`src/rtl/evt_timer_pkg.sv`:
```
package evt_timer_pkg;
  localparam int unsigned CFG_EN_BIT    = 2;
  localparam int unsigned CFG_PER_BIT   = 3;
  localparam int unsigned CFG_SETV_BIT  = 6;
  localparam int unsigned CFG_ROUTE_LSB = 9;
  localparam int unsigned ROUTE_W       = 5;
  localparam logic [31:0] ROUTE_CAP     = 32'h0000_0C20;
  localparam logic [31:0] TICK_FS       = 32'd10_000_000;

  localparam logic [9:0] A_CAP    = 10'h000;
  localparam logic [9:0] A_TICK   = 10'h004;
  localparam logic [9:0] A_GCFG   = 10'h010;
  localparam logic [9:0] A_STAT   = 10'h020;
  localparam logic [9:0] A_CNT_LO = 10'h0F0;
  localparam logic [9:0] A_CNT_HI = 10'h0F4;

  localparam logic [4:0] S_CFG    = 5'h00;
  localparam logic [4:0] S_CAP    = 5'h04;
  localparam logic [4:0] S_CMP_LO = 5'h08;
  localparam logic [4:0] S_CMP_HI = 5'h0C;

  typedef struct packed {
    logic [ROUTE_W-1:0] route;
    logic               setv;
    logic               per;
    logic               en;
  } ch_cfg_t;

  function automatic logic [31:0] cap_word(input int unsigned nch);
    logic [4:0] n;
    n = 5'(nch - 1);
    return {16'h8086, 1'b1, 1'b0, 1'b1, n, 8'h01};
  endfunction

  function automatic logic [31:0] cfg_word(input ch_cfg_t c);
    logic [31:0] w;
    w = 32'h0000_0030;
    w[CFG_EN_BIT]   = c.en;
    w[CFG_PER_BIT]  = c.per;
    w[CFG_SETV_BIT] = c.setv;
    w[CFG_ROUTE_LSB +: ROUTE_W] = c.route;
    return w;
  endfunction
endpackage

```
`src/rtl/evt_rst_sync.sv`:
```
module evt_rst_sync (
  input  logic clk,
  input  logic rst_n,
  output logic rst_n_sync
);
  logic [1:0] sync_q;

  always_ff @(posedge clk or negedge rst_n) begin
    if (!rst_n) sync_q <= 2'b00;
    else        sync_q <= {sync_q[0], 1'b1};
  end

  assign rst_n_sync = sync_q[1];
endmodule

```
`src/rtl/evt_main_counter.sv`:
```
module evt_main_counter #(
  parameter int unsigned CNT_W = 64
) (
  input  logic               clk,
  input  logic               rst_n,
  input  logic               run,
  input  logic               wr_lo,
  input  logic               wr_hi,
  input  logic [31:0]        wdata,
  input  logic               cap_hi,
  output logic [CNT_W-1:0]   cnt,
  output logic [CNT_W-33:0]  hi_held
);
  localparam int unsigned HI_W = CNT_W - 32;

  logic [CNT_W-1:0] cnt_q, cnt_nx;
  logic [HI_W-1:0]  hold_q, hold_nx;
  logic             cnt_ce, hold_ce;

  always_comb begin
    cnt_nx = cnt_q;
    if (run) cnt_nx = cnt_q + CNT_W'(1);
    if (wr_lo) cnt_nx[31:0] = wdata;
    if (wr_hi) cnt_nx[CNT_W-1:32] = HI_W'(wdata);
    cnt_ce  = run | wr_lo | wr_hi;
    hold_nx = cnt_q[CNT_W-1:32];
    hold_ce = cap_hi;
  end

  always_ff @(posedge clk or negedge rst_n) begin
    if (!rst_n) begin
      cnt_q  <= '0;
      hold_q <= '0;
    end else begin
      if (cnt_ce)  cnt_q  <= cnt_nx;
      if (hold_ce) hold_q <= hold_nx;
    end
  end

  assign cnt     = cnt_q;
  assign hi_held = hold_q;
endmodule

```
`src/rtl/evt_channel.sv`:
```
module evt_channel
  import evt_timer_pkg::*;
#(
  parameter int unsigned CNT_W = 64
) (
  input  logic               clk,
  input  logic               rst_n,
  input  logic               gen_en,
  input  logic               gen_rise,
  input  logic [CNT_W-1:0]   cnt,
  input  logic               cfg_wr,
  input  logic               cmp_lo_wr,
  input  logic               cmp_hi_wr,
  input  logic [31:0]        wdata,
  output logic [31:0]        cfg_rd,
  output logic [CNT_W-1:0]   cmp_rd,
  output logic [ROUTE_W-1:0] route,
  output logic               event_o
);
  localparam int unsigned HI_W = CNT_W - 32;

  ch_cfg_t          cfg_q, cfg_nx;
  logic [CNT_W-1:0] cmp_q, cmp_nx;
  logic [CNT_W-1:0] per_q, per_nx;
  logic             armed_q, armed_nx;
  logic             hit, to_cmp, cmp_wr, not_ones;

  always_comb begin
    hit      = armed_q & gen_en & (cnt == cmp_q);
    to_cmp   = ~cfg_q.per | cfg_q.setv;
    cmp_wr   = cmp_lo_wr | cmp_hi_wr;
    not_ones = ~(&cmp_q);

    cfg_nx = cfg_q;
    if (cfg_wr) begin
      cfg_nx.en    = wdata[CFG_EN_BIT];
      cfg_nx.per   = wdata[CFG_PER_BIT];
      cfg_nx.setv  = wdata[CFG_SETV_BIT];
      cfg_nx.route = wdata[CFG_ROUTE_LSB +: ROUTE_W];
    end
    if (cmp_wr) cfg_nx.setv = 1'b0;

    cmp_nx = cmp_q;
    per_nx = per_q;
    if (hit && cfg_q.per) cmp_nx = cmp_q + per_q;
    if (cmp_lo_wr) begin
      if (to_cmp) cmp_nx[31:0] = wdata;
      else        per_nx[31:0] = wdata;
    end
    if (cmp_hi_wr) begin
      if (to_cmp) cmp_nx[CNT_W-1:32] = HI_W'(wdata);
      else        per_nx[CNT_W-1:32] = HI_W'(wdata & 32'h7FFF_FFFF);
    end

    armed_nx = armed_q;
    if (gen_rise)               armed_nx = not_ones;
    else if (!gen_en)           armed_nx = 1'b0;
    else if (cmp_wr)            armed_nx = 1'b1;
    else if (hit && !cfg_q.per) armed_nx = 1'b0;
  end

  always_ff @(posedge clk or negedge rst_n) begin
    if (!rst_n) begin
      cfg_q   <= '0;
      cmp_q   <= '1;
      per_q   <= '0;
      armed_q <= 1'b0;
    end else begin
      if (cfg_wr | cmp_wr)          cfg_q <= cfg_nx;
      if (cmp_wr | (hit & cfg_q.per)) cmp_q <= cmp_nx;
      if (cmp_wr)                   per_q <= per_nx;
      armed_q <= armed_nx;
    end
  end

  assign cfg_rd  = cfg_word(cfg_q);
  assign cmp_rd  = cmp_q;
  assign route   = cfg_q.route;
  assign event_o = hit & cfg_q.en;
endmodule

```
`src/rtl/evt_irq_router.sv`:
```
module evt_irq_router
  import evt_timer_pkg::*;
#(
  parameter int unsigned NUM_CH    = 3,
  parameter int unsigned NUM_LINES = 32
) (
  input  logic                             clk,
  input  logic                             rst_n,
  input  logic                             legacy,
  input  logic [NUM_CH-1:0]                ev,
  input  logic [NUM_CH-1:0][ROUTE_W-1:0]   route,
  output logic [NUM_LINES-1:0]             irq_lines
);
  localparam int unsigned LINE_W = $clog2(NUM_LINES);

  logic [NUM_LINES-1:0] irq_q, irq_nx;
  logic [NUM_CH-1:0][LINE_W-1:0] sel;

  for (genvar i = 0; i < NUM_CH; i++) begin : g_sel
    if (i == 0) begin : g_l0
      assign sel[i] = legacy ? LINE_W'(0) : LINE_W'(route[i]);
    end else if (i == 1) begin : g_l1
      assign sel[i] = legacy ? LINE_W'(8) : LINE_W'(route[i]);
    end else begin : g_rt
      assign sel[i] = LINE_W'(route[i]);
    end
  end

  always_comb begin
    irq_nx = '0;
    for (int i = 0; i < NUM_CH; i++) begin
      if (ev[i]) irq_nx[sel[i]] = 1'b1;
    end
  end

  always_ff @(posedge clk or negedge rst_n) begin
    if (!rst_n) irq_q <= '0;
    else        irq_q <= irq_nx;
  end

  assign irq_lines = irq_q;
endmodule

```
`src/rtl/evt_timer_regs.sv`:
```
module evt_timer_regs
  import evt_timer_pkg::*;
#(
  parameter int unsigned NUM_CH    = 3,
  parameter int unsigned NUM_LINES = 32
) (
  input  logic                 clk,
  input  logic                 rst_n,
  input  logic                 req_valid,
  input  logic                 req_write,
  input  logic [9:0]           req_addr,
  input  logic [31:0]          req_wdata,
  output logic                 rd_valid,
  output logic [31:0]          rd_data,
  output logic [NUM_LINES-1:0] irq_lines,
  output logic                 legacy_active
);
  localparam int unsigned CNT_W = 64;
  localparam logic [31:0] CAP_LO = cap_word(NUM_CH);

  logic rst_s;
  logic wr, rd;
  logic is_ch;
  logic [9:0] ch_off;
  logic [4:0] ch_idx, slot;

  logic [1:0]        gcfg_q, gcfg_nx;
  logic [NUM_CH-1:0] stat_q, stat_nx;
  logic [31:0]       rdat_q, rdat_nx;
  logic              rval_q;
  logic              gcfg_wr, stat_wr, gen_rise;
  logic              cnt_lo_wr, cnt_hi_wr, cnt_any_wr, cnt_lo_rd;

  logic [CNT_W-1:0]  cnt;
  logic [31:0]       cnt_hi_held;

  logic [NUM_CH-1:0]               cfg_wr, cmp_lo_wr, cmp_hi_wr, ev;
  logic [NUM_CH-1:0][31:0]         cfg_rd;
  logic [NUM_CH-1:0][CNT_W-1:0]    cmp_rd;
  logic [NUM_CH-1:0][ROUTE_W-1:0]  route;

  evt_rst_sync u_rst (.clk(clk), .rst_n(rst_n), .rst_n_sync(rst_s));

  always_comb begin
    wr         = req_valid & req_write;
    rd         = req_valid & ~req_write;
    is_ch      = req_addr[9:8] != 2'b00;
    ch_off     = req_addr - 10'h100;
    ch_idx     = ch_off[9:5];
    slot       = ch_off[4:0];
    gcfg_wr    = wr & (req_addr == A_GCFG);
    stat_wr    = wr & (req_addr == A_STAT);
    cnt_lo_wr  = wr & (req_addr == A_CNT_LO);
    cnt_hi_wr  = wr & (req_addr == A_CNT_HI);
    cnt_any_wr = cnt_lo_wr | cnt_hi_wr;
    cnt_lo_rd  = rd & (req_addr == A_CNT_LO);
    gen_rise   = gcfg_wr & req_wdata[0] & ~gcfg_q[0];
  end

  for (genvar i = 0; i < NUM_CH; i++) begin : g_ch
    assign cfg_wr[i]    = wr & is_ch & (ch_idx == 5'(i)) & (slot == S_CFG);
    assign cmp_lo_wr[i] = wr & is_ch & (ch_idx == 5'(i)) & (slot == S_CMP_LO);
    assign cmp_hi_wr[i] = wr & is_ch & (ch_idx == 5'(i)) & (slot == S_CMP_HI);

    evt_channel #(.CNT_W(CNT_W)) u_ch (
      .clk(clk), .rst_n(rst_s),
      .gen_en(gcfg_q[0]), .gen_rise(gen_rise), .cnt(cnt),
      .cfg_wr(cfg_wr[i]), .cmp_lo_wr(cmp_lo_wr[i]), .cmp_hi_wr(cmp_hi_wr[i]),
      .wdata(req_wdata),
      .cfg_rd(cfg_rd[i]), .cmp_rd(cmp_rd[i]), .route(route[i]), .event_o(ev[i])
    );
  end

  evt_main_counter #(.CNT_W(CNT_W)) u_cnt (
    .clk(clk), .rst_n(rst_s), .run(gcfg_q[0]),
    .wr_lo(cnt_lo_wr), .wr_hi(cnt_hi_wr), .wdata(req_wdata),
    .cap_hi(cnt_lo_rd), .cnt(cnt), .hi_held(cnt_hi_held)
  );

  evt_irq_router #(.NUM_CH(NUM_CH), .NUM_LINES(NUM_LINES)) u_rt (
    .clk(clk), .rst_n(rst_s), .legacy(gcfg_q[1]),
    .ev(ev), .route(route), .irq_lines(irq_lines)
  );

  always_comb begin
    gcfg_nx = gcfg_wr ? req_wdata[1:0] : gcfg_q;
    stat_nx = stat_q;
    if (stat_wr) stat_nx = stat_q & ~req_wdata[NUM_CH-1:0];
    stat_nx = stat_nx | ev;

    rdat_nx = '0;
    if (is_ch) begin
      for (int i = 0; i < NUM_CH; i++) begin
        if (ch_idx == 5'(i)) begin
          case (slot)
            S_CFG:    rdat_nx = cfg_rd[i];
            S_CAP:    rdat_nx = ROUTE_CAP;
            S_CMP_LO: rdat_nx = cmp_rd[i][31:0];
            S_CMP_HI: rdat_nx = cmp_rd[i][CNT_W-1:32];
            default:  rdat_nx = '0;
          endcase
        end
      end
    end else begin
      case (req_addr)
        A_CAP:    rdat_nx = CAP_LO;
        A_TICK:   rdat_nx = TICK_FS;
        A_GCFG:   rdat_nx = {30'd0, gcfg_q};
        A_STAT:   rdat_nx = 32'(stat_q);
        A_CNT_LO: rdat_nx = cnt[31:0];
        A_CNT_HI: rdat_nx = cnt_hi_held;
        default:  rdat_nx = '0;
      endcase
    end
  end

  always_ff @(posedge clk or negedge rst_s) begin
    if (!rst_s) begin
      gcfg_q <= '0;
      stat_q <= '0;
      rdat_q <= '0;
      rval_q <= 1'b0;
    end else begin
      if (gcfg_wr) gcfg_q <= gcfg_nx;
      stat_q <= stat_nx;
      rval_q <= rd;
      if (rd) rdat_q <= rdat_nx;
    end
  end

  assign rd_valid      = rval_q;
  assign rd_data       = rdat_q;
  assign legacy_active = gcfg_q[1];
endmodule

```
`config.mk`:
```
export PLATFORM = sky130hd
export DESIGN_NAME = evt_timer_regs
export DESIGN_NICKNAME = d
export VERILOG_FILES = /design/src/rtl/evt_timer_pkg.sv /design/src/rtl/evt_rst_sync.sv /design/src/rtl/evt_main_counter.sv /design/src/rtl/evt_channel.sv /design/src/rtl/evt_irq_router.sv /design/src/rtl/evt_timer_regs.sv
export SDC_FILE = /design/constraint.sdc
export NUM_CORES = 2
export LEC_CHECK = 0
export BUFFER_PORTS_ARGS = -buffer_cell sky130_fd_sc_hd__buf_2
export CELL_PAD_IN_SITES_DETAIL_PLACEMENT = 0
export CELL_PAD_IN_SITES_GLOBAL_PLACEMENT = 1
export CORE_AREA = 2 2 308 310
export CTS_CLUSTER_DIAMETER = 150
export DETAILED_ROUTE_END_ITERATION = 8
export DIE_AREA = 0 0 310 312
export GPL_ROUTABILITY_DRIVEN = 0
export PLACE_DENSITY_LB_ADDON = 0.1
export SLEW_MARGIN = 20
export SYNTH_ARGS = -nofsm -noshare
export SYNTH_HDL_FRONTEND = slang
export SYNTH_SLANG_ARGS = --single-unit
```
`constraint.sdc`:
```
create_clock -name clk -period 15.6 [get_ports clk]
set_input_delay 1.56 -clock clk [delete_from_list [all_inputs] [get_ports clk]]
set_output_delay 1.56 -clock clk [all_outputs]
set_load 0.01 [all_outputs]
```
# Word level (Yosys, flattened, before mapping)
# Cells that the tools add are included.
[word_totals]
reg_bits = 576
latch_bits = 0
ramBits = 0
mem_bits_ro = 0
word_cells = 218
mem_count = 0
[classes]
addsub = 5
mul = 0
div_mod_pow = 0
magnitude_cmp = 6
n_eq_ne = 16
shifts = 0
n_mux = 56
bitwise = 64
reduce_logical = 38
[op_table]
columns = ["operator", "n"]
rows = [
  ["$mux 32", 21],
  ["$pmux 32 s4", 3],
  ["$mux 64", 4],
  ["$add 64x63->64", 3],
  ["$eq 64x64->1", 3],
  ["$pmux 32 s6", 1],
  ["$reduce_and 64->1", 3],
  ["$add 64x1->64 const B", 1],
  ["$or 32x32->32", 2],
  ["$and 1x1->1", 34],
  ["$eq 10x8->1 const B", 2],
  ["$lt 5x6->1 const B", 3],
  ["$mux 1", 18],
  ["$reduce_and 3->1", 6],
  ["$reduce_and 2->1", 8],
  ["$demux 1 s5", 3],
  ["$ge 5x1->1 const B", 3],
  ["$or 1x1->1", 14],
  ["$mux 3", 4],
  ["$ne 4x1->1 const B", 3],
  ["$reduce_bool 2->1", 6],
  ["$not 1->1", 11],
  ["$eq 10x3->1 const B", 1],
  ["$eq 10x5->1 const B", 1],
  ["14 further kinds", 27],
]

# Depth between registers and ports, before layout
[depth]
word_depth = 10
depth_mapped = 13
ltp_nobuf = 13

# By module
# Synthesis repeated with hierarchy kept, for this count alone.
[hier_totals]
cells_unflattened = 5056
area_unflattened_um2 = 44308.7
[modules_own_cells]
columns = ["module", "n_inst", "cells_each", "area_each_um2"]
rows = [
  ["evt_channel (g_ch[0].u_ch ...)", 2, 1259, 10890.4],
  ["evt_channel (g_ch[2].u_ch)", 1, 1244, 10899.2],
  ["evt_timer_regs", 1, 606, 4887.2],
  ["evt_main_counter", 1, 502, 4882.2],
  ["evt_irq_router", 1, 183, 1805.5],
  ["evt_rst_sync", 1, 3, 53.8],
]

# Least setup slack after synthesis
# Ideal clock, no wire load.
[synth_timing]
path_kind = "in2reg"
from = "input port req_addr[8]"
to = "register g_ch[1].u_ch.per_q[10]"
setup_ns = 0.125
arrival_ns = 4.002
t_required_ns = 15.475
setup_slack_ns = 11.473
stages = 10
path_cell_list = "inv_1 -> ha_1 -> nand2_1 -> nor3_1 -> and2_1 -> buf_2 -> nand2_1 -> nor4_1 -> clkbuf_1 -> mux2_2"
[synth_between]
elab_chain_len = 6
word_cells_on_any_way = 9
cone_classes = "add/sub (1); eq/ne (1); bitwise (5); reduce/logical (2)"
[synth_rtl]
columns = ["element", "line", "text"]
rows = [
  ["start, declared", "evt_timer_regs.sv:11", "input logic [9:0] req_addr,"],
  ["$sub 10x9->10 / $reduce_bool 2->1 (equally long branches)", "evt_timer_regs.sv:48, evt_timer_regs.sv:47", ""],
  ["$eq 5x1->1 / $and 1x1->1 (equally long branches)", "evt_timer_regs.sv:62, evt_timer_regs.sv:63", ""],
  ["$and 1x1->1 *", "evt_timer_regs.sv:62, evt_timer_regs.sv:63", ""],
  ["$and 1x1->1, on equally long branches", "evt_timer_regs.sv:62, evt_timer_regs.sv:63", ""],
  ["$or 1x1->1", "evt_channel.sv:31", "cmp_wr = cmp_lo_wr | cmp_hi_wr;"],
  ["$reduce_and 3->1 (no line) *", "--", ""],
  ["end signal, assigned", "evt_channel.sv:71", "if (cmp_wr) per_q <= per_nx;"],
  ["end, declared", "evt_channel.sv:24", "logic [CNT_W-1:0] per_q, per_nx;"],
]
# Every way passes the cells marked *; elsewhere a longest branch is shown, timed or not.
# A chain may end at the register's enable or synchronous reset.

# Worst setup path in the final report
[layout_timing]
from = "register u_cnt.cnt_q[20] (netlist: u_cnt.cnt[20])"
to = "register u_rt.irq_q[13] (netlist: u_rt.irq_lines[13])"
[layout_between]
elab_chain_len = 8
word_cells_on_any_way = 14
cone_classes = "eq/ne (3); mux (3); bitwise (8)"
[layout_rtl]
columns = ["element", "line", "text"]
rows = [
  ["start, declared", "evt_main_counter.sv:16", "logic [CNT_W-1:0] cnt_q, cnt_nx;"],
  ["start signal, assigned", "evt_main_counter.sv:35", "if (cnt_ce) cnt_q <= cnt_nx;"],
  ["$eq 64x64->1", "evt_channel.sv:29", "hit = armed_q & gen_en & (cnt == cmp_q);"],
  ["$and 1x1->1", "evt_channel.sv:29", ""],
  ["$and 1x1->1", "evt_channel.sv:79", "assign event_o = hit & cfg_q.en;"],
  ["$mux 32", "evt_irq_router.sv:32", "if (ev[i]) irq_nx[sel[i]] = 1'b1;"],
  ["$or 32x32->32 (no line)", "--", ""],
  ["$mux 32", "evt_irq_router.sv:32", ""],
  ["$or 32x32->32 (no line)", "--", ""],
  ["$mux 32 *", "evt_irq_router.sv:32", ""],
  ["via u_rt.irq_nx[13]", "evt_irq_router.sv:16", "logic [NUM_LINES-1:0] irq_q, irq_nx;"],
  ["end signal, assigned", "evt_irq_router.sv:38", "else irq_q <= irq_nx;"],
  ["end, declared", "evt_irq_router.sv:16", ""],
]
# The timed path passes the listed nets; every way through them passes the cells marked *.

==> results.tsv <==
metric	value	unit
final setup TNS	0	ns
Unique masters post-synth	94	
synthesized instance count	4768	
syn nets	5008	
Area growth, synth to finish	9.45	%
Logic pwr share	0.105	
first-pass GRT wire length	263000	µm
Worst Max-Slew Pin Slew	1.18	ns
clock transition at the registers of the reported paths	0.06	ns
syn_area_per_cell	8.74	µm²
first-pass iteration count of the detailed router	9	
Worst VDD drop	0.0000797	V
# hold bufs at CTS	0	
wire per inst	30.5	µm
residual DRC count	0	
synthesized cell area	41700	µm²
Int Power	2.73	mW
setup bufs post-CTS	0	
clk_skew	0.0280	ns
Clock Latency Late Sink	0.68	ns
Net Switching	1.11	mW
root buf cell	clkbuf_16	
worst stage delay on the critical path	0.95	ns
Seq cells post-synth	576	
Most used DFF post-synth	dfrtp_1	
EDFF count, synth	0	
commonest cells after routing, fill and taps aside	459 x a21oi_1, 428 x nand2_1, 413 x nor2_1	
synth warn	0	
min Tclk post-route	4.75	ns
clk buf depth	3	
Flop pwr share	0.425	
GRT Residual Overflow	0	
Crit Path Max Fanout	9	
CP Data Arrival Time	5.31	ns
Die Height	312	µm
Nets	4929	
Core ar.	93000	µm²
worst relative slew slack	0.206	
Worst setup EP type	register	
Clock power frac	0.470	
WP buf/inv	1	
Die X-Extent	310	µm
CP required	16.16	ns
Final period util	0.304	
area of the multi-input gates	25500	µm²
critical-path cell list	xor2_1 > or4_1 > nor4_1 > nand4_1 > nor3_2 > nand2_1 > nor3b_2 > inv_1 > o221ai_1	
CP delay by family, top	simple AND/OR/NAND/NOR gates	
Reg area	14700	µm²
Final Total Pwr	3.84	mW
Worst path slowest cell	dfrtp_1	
drt initial violations	4475	
number of global-route vias before repair	36759	
Hold Slack	0.326	ns
row count	112	
commonest non-fill, non-tap cell in the layout	a21oi_1	
# IOs	112	
CTS tree	built	
total wire length	183000	µm
CTS resizes	0	
antenna violations before repair	10	
Leak	21.6	nW
Async SR Flop Fraction	1.00	
Seq/Total Area, Yosys	0.352	
port buffer count	111	
Initial Utilization	0.448	
Die Footprint	96700	µm²
global-route total usage across every layer	0.373	
Vias/cell	6.46	
Pins Over Slew Limit	0	
pin count of the biggest net entering global routing	145	
RSZ-0062 raised after global routing	false	
status	finished clean	
max frequency	0.211	GHz
Sw Share	0.290	
share of layout cells above drive strength 1	0.164	
Num Clock Sinks	576	
worst hold path class	register to async pin	
hold violation count in the final report	0	
Pwr per Cell Area	84.2	nW/µm²
post-route ant nets	0	
CP startpoint kind	register	
via count	38813	
H-tree levels	3	
Final setup viols	0	
max_cap viols	0	
fillers	9169	
Setup CP Type	register to register	
cts bufs inserted	72	
Final HPWL DP	129000	µm
[power groups by stage]
| stage | Combinational [mW] | Clock [mW] | Sequential (mW) |
|---|---|---|---|
| final | 0.402 | 1.81 | 1.63 |
| after global routing | 0.426 | 1.89 | 1.63 |
| after detailed placement | 0.389 | 0 | 1.65 |
| after floorplan | 0.254 | 0 | 1.59 |
| after CTS | 0.390 | 1.83 | 1.62 |
| after global placement | 0.389 | 0 | 1.65 |
[kinds of logic after synthesis]
logic type               count (synthesis)  synth area share
AND/OR/NAND/NOR                       1486             0.172
other                                    1         0.0000900
adder cells (fa/ha/maj)                194            0.0588
buffers and inverters                  411            0.0383
XOR/XNOR                               384            0.0807
AO/OA/AOI/OAI                         1336             0.200
flip-flops                             576             0.352
multiplexers                           380            0.0985
[metrics by stage]
step | instances | util | area, µm² | setup WS, ns
global route | 6003 | 0.490 | 45600 | 10.82
floorplan | 4768 | - | 41700 | 6.41
detailed placement | 5869 | 0.463 | 43100 | 10.54
global placement | 5869 | 0.463 | 43100 | 10.54
finish | 6008 | 0.490 | 45600 | 10.85
CTS | 6002 | 0.490 | 45600 | 11.23
[metal layers]
metal,part of all wire,vias up,track usage,wire length [µm]
li1,-,17209,-,-
met1,0.42,19166,0.505,76300
met2,0.42,1918,0.544,77500
met3,0.097,518,0.0919,17800
met4,0.064,2,0.203,11700
met5,0.00037,-,0.00495,68
[worst reg2reg max path: stages (launching register included)]
cell and delay (ns):
dfrtp_1 0.95, xor2_1 0.18, or4_1 0.54, nor4_1 0.39
nand4_1 0.17, nor3_2 0.95, nand2_1 0.46, nor3b_2 0.60
inv_1 0.13, o221ai_1 0.28
[registers in the layout, indices dropped and copies added (netlist names)]
name,flops
g_ch.u_ch.armed_q,3
u_rt.irq_lines,32
g_ch.u_ch.cmp_rd,192
g_ch.u_ch.route,15
rd_data,32
stat_q,3
g_ch.u_ch.cfg_rd,9
g_ch.u_ch.per_q,189
gcfg_q,2
u_cnt.cnt,64
u_rst.sync_q,2
u_cnt.hi_held,32
rd_valid,1
[final cells by class]
type,count,share of cell area
Sequential cell,576,0.321
Timing Repair Buffer,166,0.0216
Multi-Input combinational cell,3781,0.560
Inverter,92,0.00757
Clock inverter,31,0.00955
Antenna cell,6,0.000329
Tap cell,1254,0.0344
Clock buffer,102,0.0457
[cells in the mapped netlist (140+ instances only)]
| library cell | count | share of area |
|---|---|---|
| a21oi_1 | 459 | 0.055 |
| nand2_1 | 432 | 0.039 |
| nor2_1 | 416 | 0.037 |
| dfrtp_1 | 384 | 0.23 |
| o21ai_0 | 307 | 0.037 |
| clkbuf_1 | 276 | 0.025 |
| mux2_2 | 238 | 0.064 |
| xnor2_1 | 194 | 0.041 |
| dfstp_2 | 192 | 0.12 |
| ha_1 | 191 | 0.057 |
| xor2_1 | 190 | 0.040 |
| nand4_1 | 162 | 0.024 |
| mux2i_1 | 141 | 0.034 |
| a21o_1 | 140 | 0.025 |
[final timing paths]
path / startpoint / cells past startpoint / slack, ns / end
hold / removal: u_rst.sync_q[1] / 0 / 0.33 / g_ch[2].u_ch.per_q[27]
setup / recovery: u_cnt.cnt[20] / 9 / 10.85 / u_rt.irq_lines[13]
setup reg to reg: u_cnt.cnt[20] / 9 / 10.85 / u_rt.irq_lines[13]
hold reg to reg: u_rst.sync_q[1] / 0 / 0.33 / g_ch[2].u_ch.per_q[27]
min in group clk: u_rst.sync_q[0] / 0 / 0.35 / u_rst.sync_q[1]
max in group asynchronous: u_rst.sync_q[1] / 4 / 11.67 / stat_q[2]
Note: power is estimated with default switching activity, not from simulation.
